[config.mk]
export PLATFORM = sky130hd
export DESIGN_NAME = link_health_mon
export DESIGN_NICKNAME = d
export VERILOG_FILES = /design/src/rtl/lhm_pkg.sv /design/src/rtl/lhm_datapath.sv /design/src/rtl/lhm_ctrl.sv /design/src/rtl/link_health_mon.sv
export SDC_FILE = /design/constraint.sdc
export NUM_CORES = 1
export LEC_CHECK = 0
export BUFFER_PORTS_ARGS = -buffer_cell sky130_fd_sc_hd__clkbuf_2
export CAP_MARGIN = 10
export CORE_MARGIN = 2
export CORE_UTILIZATION = 41
export DETAILED_ROUTE_END_ITERATION = 10
export GPL_ROUTABILITY_DRIVEN = 0
export GPL_TIMING_DRIVEN = 0
export SYNTH_ARGS = -nofsm -noshare
export SYNTH_HDL_FRONTEND = slang
export SYNTH_HIERARCHICAL = 1
export SYNTH_SLANG_ARGS = --single-unit
[constraint.sdc]
create_clock -name clk -period 17.7 [get_ports clk]
set_clock_uncertainty 0.2 [all_clocks]
set_input_delay 0.885 -clock clk [delete_from_list [all_inputs] [get_ports clk]]
set_output_delay 0.885 -clock clk [all_outputs]
set_load 0.005 [all_outputs]
[src/rtl/lhm_pkg.sv]
package lhm_pkg;

  typedef enum logic [1:0] {
    LINK_OK   = 2'b00,
    LINK_SICK = 2'b01,
    LINK_DOWN = 2'b10
  } linkCode_e;

  typedef enum logic [1:0] {
    ST_RUN     = 2'b00,
    ST_DOWN    = 2'b01,
    ST_RECOVER = 2'b10
  } monState_e;

  // strobes from control to datapath
  typedef struct packed {
    logic countEn;
    logic clear;
  } dpCtrl_t;

endpackage

[src/rtl/lhm_datapath.sv]
module lhm_datapath
  import lhm_pkg::*;
#(
  parameter int WIN_W     = 16,
  parameter int THR_W     = 8,
  parameter int ERR_SHIFT = 8
) (
  input  logic             clk,
  input  logic             rstN,
  input  dpCtrl_t          dpCtrl,
  input  logic             pktValid,
  input  logic             crcErr,
  input  logic [WIN_W-1:0] windowLen,
  input  logic [THR_W-1:0] errThreshold,
  output logic             windowDone,
  output logic             overLimit
);

  localparam int CNT_W  = WIN_W + 1;
  localparam int WIDE_W = (THR_W > ERR_SHIFT) ? THR_W : ERR_SHIFT;
  localparam int PROD_W = CNT_W + WIDE_W + 1;

  logic [WIN_W-1:0]  pktCount, errCount;
  logic [CNT_W-1:0]  pktNext, errNext;
  logic [PROD_W-1:0] errScaled, limitProd;
  logic              accept;

  assign accept  = dpCtrl.countEn && pktValid;
  assign pktNext = {1'b0, pktCount} + CNT_W'(1);
  assign errNext = {1'b0, errCount} + CNT_W'(crcErr);

  // window closes when the incremented count reaches the length (0 acts as 1)
  assign windowDone = accept && (pktNext >= {1'b0, windowLen});

  // ratio test without division: errors * 2^k against threshold * packets
  assign errScaled = PROD_W'(errNext) << ERR_SHIFT;
  assign limitProd = PROD_W'(errThreshold) * PROD_W'(pktNext);
  assign overLimit = errScaled > limitProd;

  always_ff @(posedge clk) begin
    if (!rstN) begin
      pktCount <= '0;
      errCount <= '0;
    end else if (dpCtrl.clear || windowDone) begin
      pktCount <= '0;
      errCount <= '0;
    end else if (accept) begin
      pktCount <= pktNext[WIN_W-1:0];
      errCount <= errNext[WIN_W-1:0];
    end
  end

endmodule

[src/rtl/lhm_ctrl.sv]
module lhm_ctrl
  import lhm_pkg::*;
#(
  parameter int TMO_W = 20
) (
  input  logic             clk,
  input  logic             rstN,
  input  logic             hsAlive,
  input  logic [TMO_W-1:0] hsTimeout,
  input  logic             windowDone,
  input  logic             overLimit,
  output dpCtrl_t          dpCtrl,
  output linkCode_e        linkStatus
);

  monState_e        state;
  logic             sickFlag;
  logic [TMO_W-1:0] idleCnt;
  logic [TMO_W:0]   idleNext;
  logic             timeoutHit;

  assign idleNext   = {1'b0, idleCnt} + (TMO_W+1)'(1);
  assign timeoutHit = !hsAlive && (idleNext >= {1'b0, hsTimeout});

  // quiet-period timer, saturating
  always_ff @(posedge clk) begin
    if (!rstN)             idleCnt <= '0;
    else if (hsAlive)      idleCnt <= '0;
    else if (idleCnt != '1) idleCnt <= idleNext[TMO_W-1:0];
  end

  always_ff @(posedge clk) begin
    if (!rstN) begin
      state    <= ST_RUN;
      sickFlag <= 1'b0;
    end else begin
      case (state)
        ST_RUN: begin
          if (timeoutHit) begin
            state    <= ST_DOWN;
            sickFlag <= 1'b0;
          end else if (windowDone) begin
            sickFlag <= overLimit;
          end
        end
        ST_DOWN: begin
          if (hsAlive) state <= ST_RECOVER;
        end
        ST_RECOVER: begin
          if (timeoutHit)                   state <= ST_DOWN;
          else if (windowDone && !overLimit) begin
            state    <= ST_RUN;
            sickFlag <= 1'b0;
          end
        end
        default: state <= ST_DOWN;
      endcase
    end
  end

  always_comb begin
    dpCtrl.countEn = (state != ST_DOWN);
    dpCtrl.clear   = (state == ST_DOWN) || timeoutHit;
  end

  always_comb begin
    if (state != ST_RUN) linkStatus = LINK_DOWN;
    else if (sickFlag)   linkStatus = LINK_SICK;
    else                 linkStatus = LINK_OK;
  end

endmodule

[src/rtl/link_health_mon.sv]
module link_health_mon
  import lhm_pkg::*;
#(
  parameter int WIN_W     = 16,
  parameter int THR_W     = 8,
  parameter int ERR_SHIFT = 8,
  parameter int TMO_W     = 20
) (
  input  logic             clk,
  input  logic             rstN,
  input  logic             pktValid,
  input  logic             crcErr,
  input  logic             hsAlive,
  input  logic [THR_W-1:0] errThreshold,
  input  logic [WIN_W-1:0] windowLen,
  input  logic [TMO_W-1:0] hsTimeout,
  output logic [1:0]       linkStatus
);

  dpCtrl_t   dpCtrl;
  logic      windowDone, overLimit;
  linkCode_e statusCode;

  lhm_datapath #(
    .WIN_W(WIN_W), .THR_W(THR_W), .ERR_SHIFT(ERR_SHIFT)
  ) u_dp (
    .clk(clk), .rstN(rstN), .dpCtrl(dpCtrl),
    .pktValid(pktValid), .crcErr(crcErr),
    .windowLen(windowLen), .errThreshold(errThreshold),
    .windowDone(windowDone), .overLimit(overLimit)
  );

  lhm_ctrl #(
    .TMO_W(TMO_W)
  ) u_ctrl (
    .clk(clk), .rstN(rstN), .hsAlive(hsAlive), .hsTimeout(hsTimeout),
    .windowDone(windowDone), .overLimit(overLimit),
    .dpCtrl(dpCtrl), .linkStatus(statusCode)
  );

  assign linkStatus = statusCode;

endmodule

==> results.yml, run 1 <==
clock_network:
  cts_buffers: 5
  h-tree-depth: 2
  hold_buffers: 0
  cts-resized-gates: 0
  clkSinkCount: 55
  clkTransAtPathRegs_ns: 0.07
  clockBufferDepth: 2
  root_buffer: "clkbuf_16"
  cts_tree: "yes"
  clk_latency_ns: 0.30
  cts_setup_buffers: 0
global_route:
  grt_pass1_wl_um: 36500
  grt_max_degree: 17
  use_met3_pct: 1.43
  grt-ovfl-total: 0
  grt_busiest_layer: "met2"
  grtUsageMet1_pct: 27.1
  grt_usage_pct: 20.2
  use_met2_pct: 35.6
  antenna_found_initial: 0
  grt_pass1_vias: 7435
worst_hold_path:
  hold_path.class: "flip-flop to flip-flop"
  hold_path_startpoint: "u_dp/errCount[0]$_SDFFE_PP0P_"
  holdPathEnd: "u_dp/errCount[0]$_SDFFE_PP0P_"
  hold_depth: 2
synth:
  yosysWarnings: 6
  synth_top_area_share_pct: 20.6
  syn-num-nets: 1288
  ys_seq_area_share_pct: 12.6
  synth.avg_cell_area_um2: 8.34
  synthTopCellsByArea: "fa_1, ha_1, dfxtp_1"
  yosysTopAreaCell: "fa_1"
  synth_edf_count: 0
  netlist_area_mm2: 0.00874
  yosysUniqueCellTypes: 73
  ys.flop_type: "dfxtp_1"
  ys_ff_latch: 55
  async_reset_ff_share_pct: 0
  synth_cells: 1047
drt:
  drt.antenna.violating_nets: 0
  via_per_inst: 5.17
  wire_per_inst_um: 15.4
  drc_errors: 0
  dr_total_vias: 7134
  drt_iter0_markers: 299
  firstDrtPassIters: 5
  postRouteWirelength_um: 21200
pwr:
  leakagePower_nw: 4.82
  power_frac_clock_pct: 34.5
  switching_share_pct: 30.0
  powerDensity_mw_per_mm2: 31.4
  comb_power_share_pct: 23.4
  peakVddDrop_v: 0.0000316
  seqPwrFrac_pct: 42.1
  switchingPower_w: 0.0000893
  internal-power_w: 0.000209
floorplanning:
  die_area_mm2: 0.0225
  row_count: 53
  pin_count: 51
  die_x_um: 150
  coreArea_mm2: 0.0210
  die-height_um: 150
  initial_utilization_pct: 41.7
flow_run:
  cap_violations: 0
critical_path:
  required_ns: 17.68
  cp_max_fo: 10
  crit_buf_inv: 3
  rr_worst_depth: 29
  setup.worst_path.end_class: "flip-flop"
  reg2reg_slack_ns: 9.16
  crit_top_cell: "fa_1"
  slowest_delay_ns: 0.83
  crit_path_start_kind: "flip-flop"
  r2r-end: "u_ctrl/state[1]$_SDFFE_PN0P_"
  worst-setup-path-type: "flip-flop to flip-flop"
  cp_top_family: "adder cells"
  rr_startpoint: "u_dp/pktCount[0]$_SDFFE_PP0P_"
  crit_arrival_ns: 8.52
  crit_slowest_cell: "xnor2_1"
placement:
  hpwl_um: 17600
  io_buffers: 50
  dp.cells: 1372
final_layout:
  nets: 1345
  diodes: 0
  drive_gt1_share_pct: 9.23
  instances_no_fill: 1380
  area_delta_synth_final_pct: 8.54
sta:
  setup_tns_ns: 0
  setup_viol: 0
  worst-slew-pin-transition_ns: 1.12
  rsz0062_at_grt: "false"
  post-route-period-util_pct: 48.3
  hold_viol: 0
  relSlewSlack_pct: 24.7
  final_max_slew_viol_count: 0
  fin_crit_ns: 8.54
  clock.fmax_ghz: 0.117
outcome:
  outcome: "completed"
==> placed cells by master, fill, tap and decap left out, types with 23 or more instances in the layout <==
cell / n
nor2_1: 38
a21oi_1: 53
xnor2_1: 37
dfxtp_1: 55
ha_1: 102
nor2b_1: 58
and2_1: 65
nand3_1: 41
nand2_1: 77
inv_1: 174
o21ai_0: 23
clkbuf_2: 51
fa_1: 90
==> layout make-up <==
cell class | instances | area, um2
clock inverters | 1 | 8.76
clock buffers | 7 | 143
inverters | 174 | 653
plain buffers | 29 | 164
multi-input cells | 789 | 6820
fillers | 2153 | 11500
repair buffers | 50 | 250
flip-flops and latches | 55 | 1100
well taps | 275 | 344
==> metrics by stage <==
step                total power, W  setup WS, ns  util [%]  hold slack [ns]  cell area, um2
floorplan                 0.000173         10.89         -            0.236            8740
global placement          0.000198          9.26      44.5            0.247            9330
detailed placement        0.000199          9.25      44.5            0.256            9330
CTS                       0.000302          9.21      45.2            0.266            9480
global route              0.000317          8.50      45.2            0.309            9480
finish                    0.000298          9.16      45.2            0.261            9480
==> state kept, by name, summed over array words and instances (netlist names) <==
| register | cells |
|---|---|
| u_ctrl/idleCnt | 20 |
| u_ctrl/sickFlag | 1 |
| u_ctrl/state | 2 |
| u_dp/errCount | 16 |
| u_dp/pktCount | 16 |
==> Yosys cell counts, types with 4 or more instances <==
| cell | number |
|---|---|
| o211ai_1 | 5 |
| o21a_1 | 6 |
| o21ai_0 | 23 |
| nand2_1 | 77 |
| a21o_1 | 17 |
| fa_1 | 90 |
| a32oi_1 | 6 |
| clkbuf_1 | 19 |
| buf_6 | 4 |
| nand3_1 | 41 |
| xor2_1 | 21 |
| and2_1 | 65 |
| a21oi_1 | 53 |
| nand2b_1 | 13 |
| a211oi_1 | 5 |
| nor2b_1 | 58 |
| dfxtp_1 | 55 |
| nor3_1 | 10 |
| a31oi_1 | 5 |
| nand3_2 | 4 |
| o22ai_1 | 4 |
| xnor2_1 | 37 |
| nor2_1 | 38 |
| and3_1 | 14 |
| ha_1 | 102 |
| nand4_1 | 21 |
| inv_1 | 174 |
| a21oi_2 | 12 |
==> layer usage <==
layer	routed length, um	vias up
met5	0	-
met2	10300	89
li1	-	3571
met3	417	19
met1	10200	3455
met4	377	0
==> logic make-up after synthesis <==
kind of cell / synth area share [%]
AOI/OAI and AO/OA: 13.2
and+or+nand+nor: 23.5
adders and majority gates: 35.2
DFF: 12.6
buffers and inverters: 9.35
muxes: 0.115
xor gates and xnor gates: 6.00
==> worst min-delay path: stages, from the launching register on <==
cell	delay [ns]
dfxtp_1	0.31
nand2_1	0.05
a21oi_1	0.05
==> worst max-delay path by stage <==
stage                             startpoint                            to  cells after the start
5_1_grt        u_dp/pktCount[0]$_SDFFE_PP0P_  u_ctrl/state[1]$_SDFFE_PN0P_                     29
3_5_place_dp   u_dp/pktCount[0]$_SDFFE_PP0P_  u_ctrl/state[1]$_SDFFE_PN0P_                     29
2_1_floorplan  u_dp/pktCount[0]$_SDFFE_PP0P_  u_ctrl/state[1]$_SDFFE_PN0P_                     29
6_report       u_dp/pktCount[0]$_SDFFE_PP0P_  u_ctrl/state[1]$_SDFFE_PN0P_                     29
4_1_cts        u_dp/pktCount[0]$_SDFFE_PP0P_  u_ctrl/state[1]$_SDFFE_PN0P_                     29
3_3_place_gp   u_dp/pktCount[0]$_SDFFE_PP0P_  u_ctrl/state[1]$_SDFFE_PN0P_                     29
==> power by group through the flow <==
| stage | clock network [W] | logic (W) | registers (W) |
|---|---|---|---|
| floorplan | 0 | 0.0000452 | 0.000128 |
| global placement | 0 | 0.0000701 | 0.000128 |
| detailed placement | 0 | 0.0000703 | 0.000128 |
| CTS | 0.000106 | 0.0000709 | 0.000125 |
| global route | 0.000111 | 0.0000802 | 0.000126 |
| finish | 0.000103 | 0.0000699 | 0.000125 |
(Power assumes the default switching activity.)
==> run 2, diff against run 1 <==
clock period = 8.3 ns   (was 17.7 ns; I/O delays follow)
==> run 2 against run 1 <==
  * Highest routed layer unchanged
  * Die area stayed put
  * Sequential power is 110% higher
  * Power is 110% higher
  * Register-to-register slack worse by 8.6 ns
  * Clock power is 110% higher
  * Critical path type unchanged
  * Final cell count stayed put
  * Clock-buffer cell count stayed put
  * First-iteration DRC count is 0.67% higher
  * Worst setup slack worse by 8.6 ns
  * Global-route usage hardly changed
  * Largest cell class unchanged
  * Routed wire length hardly changed
  * Via count is 0.42% higher
==> results.yml, run 2 (synthesis results as in run 1) <==
sta:
  setup_viol: 0
  fin_crit_ns: 7.75
  post-route-period-util_pct: 93.4
  final.setup.worst_slack_ns: 0.548
  final_max_slew_viol_count: 0
  hold_viol: 0
  relSlewSlack_pct: 24.4
  setup_tns_ns: 0
  worst-slew-pin-transition_ns: 1.13
  clock.fmax_ghz: 0.129
  rsz0062_at_grt: "false"
floorplanning:
  die_area_mm2: 0.0225
  pin_count: 51
  die_x_um: 150
  row_count: 53
  coreArea_mm2: 0.0210
  initial_utilization_pct: 41.7
  die-height_um: 150
final_layout:
  area_delta_synth_final_pct: 9.94
  nets: 1345
  fin_util_pct: 45.8
  reg_top3: "u_ctrl/idleCnt x20, u_dp/errCount x16, u_dp/pktCount x16"
  drive_gt1_share_pct: 10.8
  top_register: "u_ctrl/idleCnt"
  diodes: 0
  fillers: 2125
  final_common_cell: "inv_1"
  instances_no_fill: 1380
  largest_reg_flops: 20
  final_cell_mix: "inv_1, ha_1, fa_1, nand2_1, and2_1"
worst_hold_path:
  hold_depth: 2
  holdPathEnd: "u_ctrl/state[0]$_SDFFE_PN0P_"
  hold_path_startpoint: "rstN"
  hold_path.class: "input port to flip-flop"
clock_network:
  h-tree-depth: 2
  root_buffer: "clkbuf_16"
  cts_tree: "yes"
  clockBufferDepth: 2
  clkTransAtPathRegs_ns: 0.07
  clkSinkCount: 55
  cts_buffers: 5
  clk_latency_ns: 0.29
pwr:
  p_total_w: 0.000636
  switchingPower_w: 0.000190
  powerDensity_mw_per_mm2: 66.2
  internal-power_w: 0.000445
  power_frac_clock_pct: 34.4
  seqPwrFrac_pct: 42.1
  switching_share_pct: 30.0
  leakagePower_nw: 4.87
  comb_power_share_pct: 23.6
  peakVddDrop_v: 0.0000671
critical_path:
  crit_top_cell: "fa_1"
  reg2reg_slack_ns: 0.55
  setup.worst_path.end_class: "flip-flop"
  cp_max_fo: 10
  crit_arrival_ns: 7.77
  r2r-end: "u_ctrl/state[1]$_SDFFE_PN0P_"
  crit_path_start_kind: "flip-flop"
  rr_startpoint: "u_dp/pktCount[0]$_SDFFE_PP0P_"
  worst-setup-path-type: "flip-flop to flip-flop"
  crit_slowest_cell: "fa_1"
  required_ns: 8.32
  rr_worst_depth: 28
  slowest_delay_ns: 0.56
global_route:
  grt_pass1_wl_um: 36500
  grt_max_degree: 17
  grt-ovfl-total: 0
  grt_usage_pct: 20.2
  grt_pass1_vias: 7433
  antenna_found_initial: 0
placement:
  dp.cells: 1372
  preCtsSetupSlack_ns: -0.147
  hpwl_um: 17600
  io_buffers: 50
drt:
  met1_length_um: 9990
  drt.antenna.violating_nets: 0
  wl_met3_um: 634
  dr_total_vias: 7164
  via_per_inst: 5.19
  postRouteWirelength_um: 21300
  wl_met2_um: 10300
  drc_errors: 0
  routed.top_layer: "met4"
  wire_per_inst_um: 15.4
  drt_iter0_markers: 301
  firstDrtPassIters: 5
outcome:
  outcome: "completed"
flow_run:
  cap_violations: 0
[run 2: power groups by stage]
| stage | logic [W] | registers (W) | clock network (W) |
|---|---|---|---|
| 4_1_cts | 0.000151 | 0.000267 | 0.000226 |
| 2_1_floorplan | 0.0000963 | 0.000273 | 0 |
| 3_3_place_gp | 0.000149 | 0.000274 | 0 |
| 5_1_grt | 0.000172 | 0.000268 | 0.000237 |
| 6_report | 0.000150 | 0.000267 | 0.000218 |
| 3_5_place_dp | 0.000150 | 0.000274 | 0 |
[run 2: layout make-up]
| cell class | count | area [um2] | share of cell area (%) |
|---|---|---|---|
| inverters | 174 | 653 | 6.80 |
| clock buffers | 7 | 143 | 1.49 |
| well taps | 275 | 344 | 3.58 |
| repair buffers | 51 | 258 | 2.68 |
| clock inverters | 1 | 8.76 | 0.0912 |
| flip-flops and latches | 55 | 1100 | 11.5 |
| plain buffers | 28 | 163 | 1.69 |
| multi-input cells | 789 | 6930 | 72.2 |
[run 2: repair_timing]
action,4_1_cts,5_1_grt
endpoints found under the setup margin,2,2
resized for setup,2,20
pin swaps,0,1
hold buffers,0,0
setup buffers,0,1
[run 2: stage by stage]
step | hold WS (ns) | instance area [um2]
2_1_floorplan | 0.236 | 8740
3_3_place_gp | 0.247 | 9330
3_5_place_dp | 0.256 | 9330
4_1_cts | 0.242 | 9500
5_1_grt | 0.258 | 9600
6_report | 0.240 | 9600
[run 2: critical path: cells and delay by family, from the launching register on]
kind | cells | cell delay [ns]
AOI/OAI and AO/OA | 5 | 0.89
and+or+nand+nor | 12 | 2.65
adders and majority gates | 6 | 2.79
DFF | 1 | 0.36
xor gates and xnor gates | 2 | 0.42
buffers and inverters | 3 | 0.33
[run 2: how the worst max path moves through the flow]
stage | start | end | slack (ns) | cells after the start
floorplan | u_dp/pktCount[0]$_SDFFE_PP0P_ | u_ctrl/state[1]$_SDFFE_PN0P_ | 1.49 | 29
global placement | u_dp/pktCount[0]$_SDFFE_PP0P_ | u_ctrl/state[1]$_SDFFE_PN0P_ | -0.14 | 29
detailed placement | u_dp/pktCount[0]$_SDFFE_PP0P_ | u_ctrl/state[1]$_SDFFE_PN0P_ | -0.15 | 29
CTS | u_dp/pktCount[1]$_SDFFE_PP0P_ | u_ctrl/state[1]$_SDFFE_PN0P_ | 0.02 | 29
global route | u_dp/pktCount[0]$_SDFFE_PP0P_ | u_ctrl/state[1]$_SDFFE_PN0P_ | 0.04 | 31
finish | u_dp/pktCount[0]$_SDFFE_PP0P_ | u_ctrl/state[1]$_SDFFE_PN0P_ | 0.55 | 28
[run 2: routing by layer]
layer	GRT usage [%]	vias up
met1	27.1	3466
met5	0	-
met4	4.58	0
li1	-	3573
met2	35.6	104
met3	1.43	21
